===== src/rtl/ss_ref_pkg.sv =====
package ss_ref_pkg;
    typedef enum logic [1:0] {
        SS_IDLE = 2'd0,
        SS_HOLD = 2'd1,
        SS_RAMP = 2'd2,
        SS_DONE = 2'd3
    } ss_state_e;
endpackage


===== src/rtl/ss_tick_counter.sv =====
module ss_tick_counter #(
    parameter int LIMIT = 32
) (
    input  logic clk,
    input  logic rst_n,
    input  logic clear,
    input  logic adv,
    output logic wrap
);
    localparam int CW = (LIMIT > 1) ? $clog2(LIMIT) : 1;
    localparam logic [CW-1:0] LAST = CW'(LIMIT - 1);

    logic [CW-1:0] cnt_d, cnt_q;

    always_comb begin
        wrap  = adv && !clear && (cnt_q == LAST);
        cnt_d = cnt_q;
        if (clear) begin
            cnt_d = '0;
        end else if (adv) begin
            cnt_d = (cnt_q == LAST) ? '0 : cnt_q + CW'(1);
        end
    end

    always_ff @(posedge clk or negedge rst_n) begin
        if (!rst_n) cnt_q <= '0;
        else        cnt_q <= cnt_d;
    end

    // an idle counter keeps its value (freeze gates adv)
    a_r8_idle_holds: assert property (@(posedge clk) disable iff (!rst_n)
        (!adv && !clear) |=> $stable(cnt_q));

    // a cleared counter restarts from zero
    a_r7_clear_zero: assert property (@(posedge clk) disable iff (!rst_n)
        clear |=> (cnt_q == '0));
endmodule


===== src/rtl/ss_ref_seq.sv =====
module ss_ref_seq #(
    parameter int STEPS        = 64,
    parameter int CYC_PER_STEP = 32,
    parameter int HOLD_CYCLES  = 2048
) (
    input  logic                           clk,
    input  logic                           rst_n,
    input  logic                           sw_tick,
    input  logic                           en,
    input  logic                           restart_req,
    input  logic                           freeze,
    output logic [$clog2(STEPS+1)-1:0]     ref_code,
    output logic                           ss_active,
    output logic                           ss_done
);
    import ss_ref_pkg::*;

    localparam int CODE_W = $clog2(STEPS + 1);
    localparam logic [CODE_W-1:0] FULL_CODE = CODE_W'(STEPS);

    typedef struct packed {
        ss_state_e         state;
        logic [CODE_W-1:0] code;
    } seq_t;

    seq_t seq_d, seq_q;
    logic ramp_adv, hold_adv, step_clr, hold_clr;
    logic step_wrap, hold_wrap;

    assign ramp_adv = en && !restart_req && (seq_q.state == SS_RAMP) && sw_tick && !freeze;
    assign hold_adv = en && !restart_req && (seq_q.state == SS_HOLD) && sw_tick;
    assign step_clr = (seq_q.state != SS_RAMP);
    assign hold_clr = (seq_q.state != SS_HOLD) || restart_req;

    ss_tick_counter #(.LIMIT(CYC_PER_STEP)) u_step_cnt (
        .clk   (clk),
        .rst_n (rst_n),
        .clear (step_clr),
        .adv   (ramp_adv),
        .wrap  (step_wrap)
    );

    ss_tick_counter #(.LIMIT(HOLD_CYCLES)) u_hold_cnt (
        .clk   (clk),
        .rst_n (rst_n),
        .clear (hold_clr),
        .adv   (hold_adv),
        .wrap  (hold_wrap)
    );

    always_comb begin
        seq_d = seq_q;
        if (!en) begin
            seq_d.state = SS_IDLE;
            seq_d.code  = '0;
        end else if (restart_req) begin
            seq_d.state = SS_HOLD;
            seq_d.code  = '0;
        end else begin
            unique case (seq_q.state)
                SS_IDLE: begin
                    seq_d.state = SS_RAMP;
                    seq_d.code  = '0;
                end
                SS_HOLD: begin
                    if (hold_wrap) seq_d.state = SS_RAMP;
                end
                SS_RAMP: begin
                    if (step_wrap) begin
                        seq_d.code = seq_q.code + CODE_W'(1);
                        if (seq_q.code + CODE_W'(1) == FULL_CODE) seq_d.state = SS_DONE;
                    end
                end
                SS_DONE: begin
                    seq_d.code = FULL_CODE;
                end
                default: seq_d = seq_q;
            endcase
        end
    end

    always_ff @(posedge clk or negedge rst_n) begin
        if (!rst_n) begin
            seq_q.state <= SS_IDLE;
            seq_q.code  <= '0;
        end else begin
            seq_q <= seq_d;
        end
    end

    assign ref_code  = seq_q.code;
    assign ss_active = (seq_q.state == SS_RAMP);
    assign ss_done   = (seq_q.state == SS_DONE);

    // without a strobe the code holds
    a_r3_tick_only: assert property (@(posedge clk) disable iff (!rst_n)
        (en && !restart_req && !sw_tick) |=> $stable(ref_code));

    // the code moves by at most one step up
    a_r3_step_by_one: assert property (@(posedge clk) disable iff (!rst_n)
        (en && !restart_req) |=>
            ((ref_code == $past(ref_code)) || (ref_code == $past(ref_code) + CODE_W'(1))));

    // no overshoot, and done means full scale
    a_r4_no_overflow: assert property (@(posedge clk) disable iff (!rst_n)
        ref_code <= FULL_CODE);
    a_r4_done_full: assert property (@(posedge clk) disable iff (!rst_n)
        ss_done |-> (ref_code == FULL_CODE));

    // flags exclusive
    a_r5_flags_excl: assert property (@(posedge clk) disable iff (!rst_n)
        !(ss_active && ss_done));

    // disable clears
    a_r6_disable_clears: assert property (@(posedge clk) disable iff (!rst_n)
        !en |=> (ref_code == '0 && !ss_active && !ss_done));

    // restart forces zero with flags low
    a_r7_restart_zero: assert property (@(posedge clk) disable iff (!rst_n)
        (en && restart_req) |=> (ref_code == '0 && !ss_active && !ss_done));

    // freeze keeps the code during a ramp
    a_r8_freeze_holds: assert property (@(posedge clk) disable iff (!rst_n)
        (en && !restart_req && freeze && ss_active) |=> $stable(ref_code));
endmodule


===== config.mk =====
export PLATFORM = sky130hd
export DESIGN_NAME = ss_ref_seq
export DESIGN_NICKNAME = d
export VERILOG_FILES = /design/src/rtl/ss_ref_pkg.sv /design/src/rtl/ss_tick_counter.sv /design/src/rtl/ss_ref_seq.sv
export SDC_FILE = /design/constraint.sdc
export NUM_CORES = 1
export LEC_CHECK = 0
export BUFFER_PORTS_ARGS = -buffer_cell sky130_fd_sc_hd__buf_4
export CAP_MARGIN = 20
export CORE_MARGIN = 1.5
export CORE_UTILIZATION = 45
export DETAILED_ROUTE_END_ITERATION = 16
export GPL_TIMING_DRIVEN = 0
export PLACE_DENSITY_LB_ADDON = 0.05
export REMOVE_ABC_BUFFERS = 1
export SYNTH_ARGS = -nofsm -noshare
export SYNTH_HDL_FRONTEND = slang
export SYNTH_SLANG_ARGS = --single-unit
export TNS_END_PERCENT = 100

===== constraint.sdc =====
create_clock -name clk -period 2.6 [get_ports clk]
set_input_delay 0 -clock clk [delete_from_list [all_inputs] [get_ports clk]]
set_output_delay 0 -clock clk [all_outputs]
set_load 0.01 [all_outputs]

; ---- Word-level counts from Yosys, hierarchy flattened
; Cells that the tools add are included.
[word_totals]
ff_bits = 25
input_bits = 6
out_inout_bits = 9
wordCells = 53
[op_classes]
addsub = 3
eq_ne = 13
n_mux = 13
n_reduce_logical = 20
[op_table]
columns = op, n
row1 = 2-to-1 mux 11 bit, 3
row2 = 2-to-1 mux 9 bit, 3
row3 = case mux 7 bit (3 select lines), 1
row4 = 2-to-1 mux 5 bit, 3
row5 = "adder 11 x 1 -> 11 bit, second input constant", 1
row6 = "== test 11 bit, second input constant", 1
row7 = logical AND 1 bit, 10
row8 = "!= test 5 x 1 -> 1 bit, second input constant", 2
row9 = "!= test 4 x 3 -> 1 bit, second input constant", 2
row10 = "adder 7 x 1 -> 7 bit, second input constant", 1
row11 = "== test 7 bit, second input constant", 1
row12 = case mux 2 bit (3 select lines), 1
row13 = "adder 5 x 1 -> 5 bit, second input constant", 1
row14 = "== test 5 bit, second input constant", 1
row15 = "== test 2 bit, second input constant", 2
row16 = zero test 1 bit, 4
row17 = 2-to-1 mux 2 bit, 2
row18 = "!= test 4 bit, second input constant", 1
row19 = AND reduction 4 bit, 1
row20 = nonzero test 2 bit, 2
row21 = "== test 2 x 1 -> 1 bit, second input constant", 1
row22 = zero test 2 bit, 1
row23 = "!= test 2 x 1 -> 1 bit, second input constant", 1
row24 = "!= test 2 bit, second input constant", 1
row25 = other kinds (2), 2

; ---- Logic depth before layout (Yosys ltp)
; Gate-level depths: netlist (run 1).
[logic_depth]
word_depth = 11
ltp_mapped = 9
ltp_nobuf = 8

; ---- Modules after synthesis
; Synthesis (run 1) repeated with hierarchy kept, for this count alone.
[unflattened]
cells_unflattened = 168
hier_area_um2 = 1615.3
[modules_own_cells]
columns = mod, instances, cells_per_inst, area_each_um2, seq_area_each_um2
row1 = ss_ref_seq, 1, 78, 698.2, 225.2
row2 = ss_tick_counter (u_hold_cnt), 1, 63, 619.3, 275.3
row3 = ss_tick_counter (u_step_cnt), 1, 27, 297.8, 125.1

; ---- Worst setup path before layout (run 1)
; Ideal clock, no wire load.
[synth_timing]
kind = reg-to-reg
start = register u_step_cnt.cnt_q[0]
end = register seq_q (netlist bit ref_code[6])
setup_time_ps = 104
arrival_time_ps = 1802
required_ps = 2496
slack_ps = 694
path_stages_with_launch = 10
path_buffers = 1
synth_period_minus_slack_ps = 1906
path_cell_list = dfrtp_1 > ha_1 > and3_1 > ha_1 > clkbuf_1 > inv_1 > o21ai_0 > a21boi_1 > o21ai_0 > o311ai_1
[synth_via]
elab_chain_len = 4
[synth_rtl]
columns = item, line
row1 = start: declaration, ss_tick_counter.sv:13  ; logic [CW-1:0] cnt_d, cnt_q;
row2 = start signal: assignment, ss_tick_counter.sv:27  ; else cnt_q <= cnt_d;
row3 = == test 5 bit, ss_tick_counter.sv:16  ; wrap = adv && !clear && (cnt_q == LAST);
row4 = logical AND 1 bit, ss_tick_counter.sv:16
row5 = != test 4 x 3 -> 1 bit (no source line), -
row6 = AND reduction 2 bit (no source line), -
row7 = end signal: assignment, ss_ref_seq.sv:87  ; seq_q <= seq_d;
row8 = end: declaration, ss_ref_seq.sv:26  ; seq_t seq_d, seq_q;
; Every way passes these cells.
; A chain may end at the register's enable or synchronous reset.

; ---- Worst setup path after layout (run 1)
[layout_timing]
start = register u_step_cnt.cnt_q[0]
end = register seq_q (netlist bit ref_code[3])
; The elaborated chain is that of the path after synthesis.

==> results.yml, run 1 <==
critical_path:
  crit_end: "ref_code[3]"
  reg2reg_slack_ns: 0.42
  startpoint: "u_step_cnt.cnt_q[0]"
  timing.rr.end: "ref_code[3]"
  worstReg2RegStart: "u_step_cnt.cnt_q[0]"
  path_max_fanout: 9
  setup.worst_path.class: "reg -> reg"
  cp-start-kind: "flop"
  ff2ff_path_depth: 8
  cp.required_ns: 2.83
  cp-end-kind: "flop"
  worstPathArrival_ns: 2.41
global_routing:
  grt_pass1_vias: 1205
  grt.overflow.total: 0
  antenna_found_initial: 0
  grt.total_usage_pct: 17.1
  grt_max_degree: 26
  grt_pass1_wl_mm: 5.47
pwr:
  total_power_w: 0.000681
  p_per_area_mw_per_mm2: 396
  power_frac_comb_pct: 15.3
  leakagePower_nw: 0.778
  clock_power_share_pct: 25.9
  switching_power_w: 0.000187
  power.internal_w: 0.000494
  power_frac_seq_pct: 58.8
  ir_drop_mv: 0.281
  switching_share_pct: 27.4
place:
  dp.final_hpwl_mm: 2.26
  placed_cell_area_mm2: 0.00167
  place.gp.congestion: 0.777
  portBuffers: 14
synth:
  synth.area.mux_share_pct: 1.87
  synth-seq-area-share_pct: 38.9
  synth_top_area_share_pct: 38.9
  synthXorXnorAreaFrac_pct: 1.64
  ys_warn_count: 0
  synth_adder_area_share_pct: 6.23
  ys_top_cells_by_area: "dfrtp_1 (39%), ha_1 (6.2%), o21ai_0 (5.6%)"
  postSynthCellCount: 174
  ys_ff_latch: 25
  synth_ff_type: "dfrtp_1"
  async_flop_share_pct: 100
  synth.distinct_cells: 47
  synth_simple_gate_area_share_pct: 25.2
  avgSynthCellArea_um2: 9.23
  netlist_area_mm2: 0.00161
  synth_compound_area_share_pct: 18.5
  synth_edf_count: 0
  synth_top_family_by_area: "simple AND/OR/NAND/NOR gates"
  synth_area_leader_cell: "dfrtp_1"
timing:
  fin_worst_skew_ns: 0.00542
  tightest_slew_ns: 0.546
  final-setup-viol-count: 0
  hold_violations: 0
  tns_ns: 0
  timing.final.crit_period_ns: 2.18
  post-route-period-util_pct: 83.8
  rsz0062_at_grt: "false"
  drv_slew: 0
  fmax_ghz: 0.459
  max-slew-margin-rel_pct: 63.6
drt:
  wl_per_cell_um: 13.3
  num_vias: 1267
  drt_iter0_drc: 106
  drt_first_pass_iters: 4
  viasPerCell: 5.58
  detail-route-antenna-nets: 0
  routed_wl_mm: 3.02
  drc_errors: 0
die:
  fp.coreArea_mm2: 0.00339
  start_util_pct: 47.4
  die_width_um: 62.8
  die_area_mm2: 0.00394
  die_h_um: 62.8
  num_io_pins: 15
  rows: 21
cells_and_area:
  area_growth_pct: 7.17
  insertedDiodeCount: 0
  fin_nets: 196
  final_cell_area_mm2: 0.00172
  drive_gt1_share_pct: 13.3
clocking:
  clock_latency_ns: 0.32
  clockRootBuffer: "clkbuf_4"
  cts_buffer_depth: 2
  cts_tree: "built"
  cts_resized: 0
  clkTransAtPathRegs_ns: 0.14
  post-cts-setup-buffers: 0
  numCtsBuffers: 3
  h-tree-depth: 1
  cts_sinks: 25
job:
  max-cap-violations: 0
outcome:
  status: "completed"
min_path:
  hold_path.class: "in -> reg"
## sequential cells by signal, summed over array words and instances (netlist names)
name and flops:
ref_code 7, seq_q 2, u_hold_cnt.cnt_q 11, u_step_cnt.cnt_q 5
## metrics by stage
step | hold slack, ns | cells | utilization, % | setup slack, ns
floorplan | -0.296 | 161 | - | 0.761
global placement | -0.0767 | 221 | 49.4 | 0.479
detailed placement | -0.0770 | 221 | 49.4 | 0.452
CTS | 0.00665 | 227 | 50.8 | 0.419
global route | 0.00934 | 227 | 50.8 | 0.163
finish | 0.0181 | 227 | 50.8 | 0.421
## synthesized netlist by cell type (3+ instances only)
cell and count:
ha_1 8, nor3_1 7, nor2_1 8, inv_1 7, mux2i_1 3, nor3b_1 3, and3_1 3, nand3_1 10
o21ai_0 18, a21o_1 3, dfrtp_1 25, o22ai_1 4, a21oi_1 6, nand2_1 16, or3_1 3, nor2b_1 3
xor2_1 3, buf_4 8
## final cells by class
cell class                      instances  area, um^2
Clock buffer                            3        22.5
Fill cell                             314        1670
Multi-Input combinational cell        129         860
Inverter                                7        26.3
Clock inverter                          1        5.00
Tap cell                               46        57.6
Sequential cell                        25         626
Timing Repair Buffer                   16         125
## placed cells by master, fill, tap and decap left out, types with 3 or more instances in the layout
cell type,count
a21o_1,3
a21oi_1,6
and3_1,3
buf_4,14
clkbuf_4,3
dfrtp_1,25
ha_1,8
inv_1,7
mux2i_1,3
nand2_1,16
nand3_1,10
nor2_1,8
nor2b_1,3
nor3_1,7
nor3b_1,3
o21ai_0,18
o22ai_1,4
or3_1,3
xor2_1,3
## worst max-delay path: stages (launching register included)
cell,delay (ns)
dfrtp_1,0.45
ha_1,0.23
and3_1,0.19
ha_1,0.29
inv_1,0.08
o21ai_0,0.10
a21boi_1,0.47
o21ai_0,0.18
o31ai_1,0.09
## cell families after synthesis
kind of cell,Yosys count
xor+xnor,3
simple gates,68
fa+ha+maj,8
compound gates,47
mux,3
buf+inv,20
flops,25
## per-layer routing
layer	part of all wire [%]	up-vias	GRT usage, %
met5	0	-	0
met4	0.56	0	3.89
met3	4.6	2	3.60
met2	48	31	28.9
met1	47	595	22.6
li1	-	639	-
## how the worst min path moves through the flow
stage | start | to | slack, ns | cells past startpoint
after floorplan | rst_n | ref_code[0] | -0.30 | 0
after global placement | rst_n | u_step_cnt.cnt_q[2] | -0.08 | 1
after detailed placement | rst_n | u_step_cnt.cnt_q[3] | -0.08 | 1
after CTS | restart_req | seq_q[8] | 0.007 | 3
after global routing | restart_req | seq_q[8] | 0.009 | 3
final | restart_req | seq_q[8] | 0.02 | 3
## power groups by stage
| stage | sequential (W) | combinational, W | clock [W] |
|---|---|---|---|
| finish | 0.000400 | 0.000104 | 0.000177 |
| global route | 0.000401 | 0.000118 | 0.000203 |
| CTS | 0.000400 | 0.000105 | 0.000182 |
| detailed placement | 0.000408 | 0.000102 | 0 |
| global placement | 0.000407 | 0.0000989 | 0 |
| floorplan | 0.000407 | 0.0000648 | 0 |
## what timing repair did
action                     4_1_cts  5_1_grt
setup endpoints to repair        0        0
hold buffers                     2        0
hold endpoints to repair        26        0
Note: power is estimated with default switching activity, not from simulation.
==> inputs of run 2 (changes only) <==
- clock period: 2.6 -> 2.05 ns (I/O delays scaled with it)
==> results.yml, run 2 (synthesis gave the netlist of run 1 again) <==
global_routing:
  grt.total_usage_pct: 17.2
  grt_max_degree: 26
  grt.overflow.total: 0
  antenna_found_initial: 0
  grt_pass1_vias: 1217
  grt_pass1_wl_mm: 5.49
timing:
  max-slew-margin-rel_pct: 73.5
  rsz0062_at_grt: "true"
  tightest_slew_ns: 0.395
  hold_violations: 0
  post-route-period-util_pct: 92.2
  drv_slew: 0
  whs_ns: 0.0190
  timing.final.crit_period_ns: 1.89
  fin_worst_skew_ns: 0.00439
  fmax_ghz: 0.529
  final-setup-viol-count: 0
outcome:
  status: "completed"
job:
  max-cap-violations: 0
cells_and_area:
  layout.cells.non_filler: 229
  final_cell_area_mm2: 0.00176
  final_cell_mix: "dfrtp_1 (25), o21ai_0 (17), nand2_1 (16), buf_4 (16), nand3_1 (10)"
  fin_nets: 198
  largest_reg_flops: 11
  drive_gt1_share_pct: 16.4
  largest_register: "u_hold_cnt.cnt_q"
  fin_util_pct: 51.9
  insertedDiodeCount: 0
  final_common_cell: "dfrtp_1"
  top_regs: "u_hold_cnt.cnt_q x11, ref_code x7, u_step_cnt.cnt_q x5"
  area_growth_pct: 9.58
place:
  placed_cell_area_mm2: 0.00167
  portBuffers: 14
  place_inst: 221
  place.gp.congestion: 0.777
  dp.final_hpwl_mm: 2.26
critical_path:
  cp-start-kind: "flop"
  path_cells: "ha_1 -> and3_1 -> ha_4 -> inv_1 -> o21ai_1 -> a21boi_2 -> o21ai_0 -> o311ai_1"
  cpPeakStageDelay_ns: 0.45
  crit_slowest_cell: "dfrtp_1"
  cp-end-kind: "flop"
  setup.worst_path.class: "reg -> reg"
  path_max_fanout: 9
  worstPathArrival_ns: 2.13
  cp.required_ns: 2.29
clocking:
  clockRootBuffer: "clkbuf_4"
  cts_buffer_depth: 2
  clock_latency_ns: 0.32
  h-tree-depth: 1
  cts_sinks: 25
  numCtsBuffers: 3
  clkTransAtPathRegs_ns: 0.14
  cts_tree: "built"
drt:
  detail-route-antenna-nets: 0
  drt_iter0_drc: 111
  drt_first_pass_iters: 4
  num_vias: 1288
  viasPerCell: 5.62
  routed_wl_mm: 3.06
  drc_errors: 0
  wl_per_cell_um: 13.3
die:
  die_width_um: 62.8
  num_io_pins: 15
  start_util_pct: 47.4
  rows: 21
  die_area_mm2: 0.00394
  fp.coreArea_mm2: 0.00339
  die_h_um: 62.8
pwr:
  leakagePower_nw: 0.784
  ir_drop_mv: 0.359
  p_per_area_mw_per_mm2: 495
  total_power_w: 0.000871
min_path:
  hold_path.class: "in -> reg"
run 2: critical path, delay by kind of cell, from the launching register on:
kind	cells	cell delay (ns)
AOI/OAI and AO/OA	4	0.65
adders and majority gates	2	0.44
DFF	1	0.45
and+or+nand+nor	1	0.21
buffers and inverters	1	0.05
run 2: where the power goes:
part / internal, W / switching [W]
Combinational: 0.0000563 / 0.0000812
Sequential: 0.000500 / 0.00000767
Clock: 0.0000731 / 0.000153
Total: 0.000630 / 0.000242
run 2: path summary, 6_finish.rpt:
kind                                startpoint                  end  slack, ns  depth (start not counted)
setup / recovery           u_step_cnt.cnt_q[0]          ref_code[6]       0.16                          8
hold / removal                     restart_req             seq_q[8]       0.02                          3
setup reg to reg           u_step_cnt.cnt_q[0]          ref_code[6]       0.16                          8
hold reg to reg            u_hold_cnt.cnt_q[9]  u_hold_cnt.cnt_q[9]       0.51                          1
max in group asynchronous                rst_n  u_hold_cnt.cnt_q[3]       1.71                          2
min in group asynchronous                rst_n  u_step_cnt.cnt_q[2]       0.09                          2
run 2: final cells by class:
class / instances / area [um^2]
clock buffers: 3 / 22.5
clock inverters: 1 / 5.00
fillers: 314 / 1630
inverters: 7 / 26.3
multi-input cells: 129 / 883
flip-flops and latches: 25 / 626
well taps: 46 / 57.6
repair buffers: 18 / 140
run 2: metal layers:
layer / share of wire (%) / GRT usage (%) / vias to the layer above / wire [um]
met2: 48 / 29.2 / 25 / 1470
met4: 0.72 / 3.89 / 0 / 22
met5: 0 / 0 / - / 0
li1: - / - / 643 / -
met3: 3.5 / 3.60 / 4 / 108
met1: 48 / 22.5 / 616 / 1460
run 2: metrics by stage:
step / TNS, ns / setup slack (ns)
finish: 0 / 0.159
global route: -0.0202 / -0.0202
CTS: 0 / 0.0182
global placement: -0.258 / -0.0706
floorplan: 0 / 0.211
detailed placement: -0.413 / -0.0976
run 2: repair_timing:
action,in CTS,in global routing
hold buffers,2,0
setup endpoints to repair,7,10
pin swaps,1,2
buffers inserted,2,0
endpoints found under the hold margin,26,0
gates resized for setup,1,5
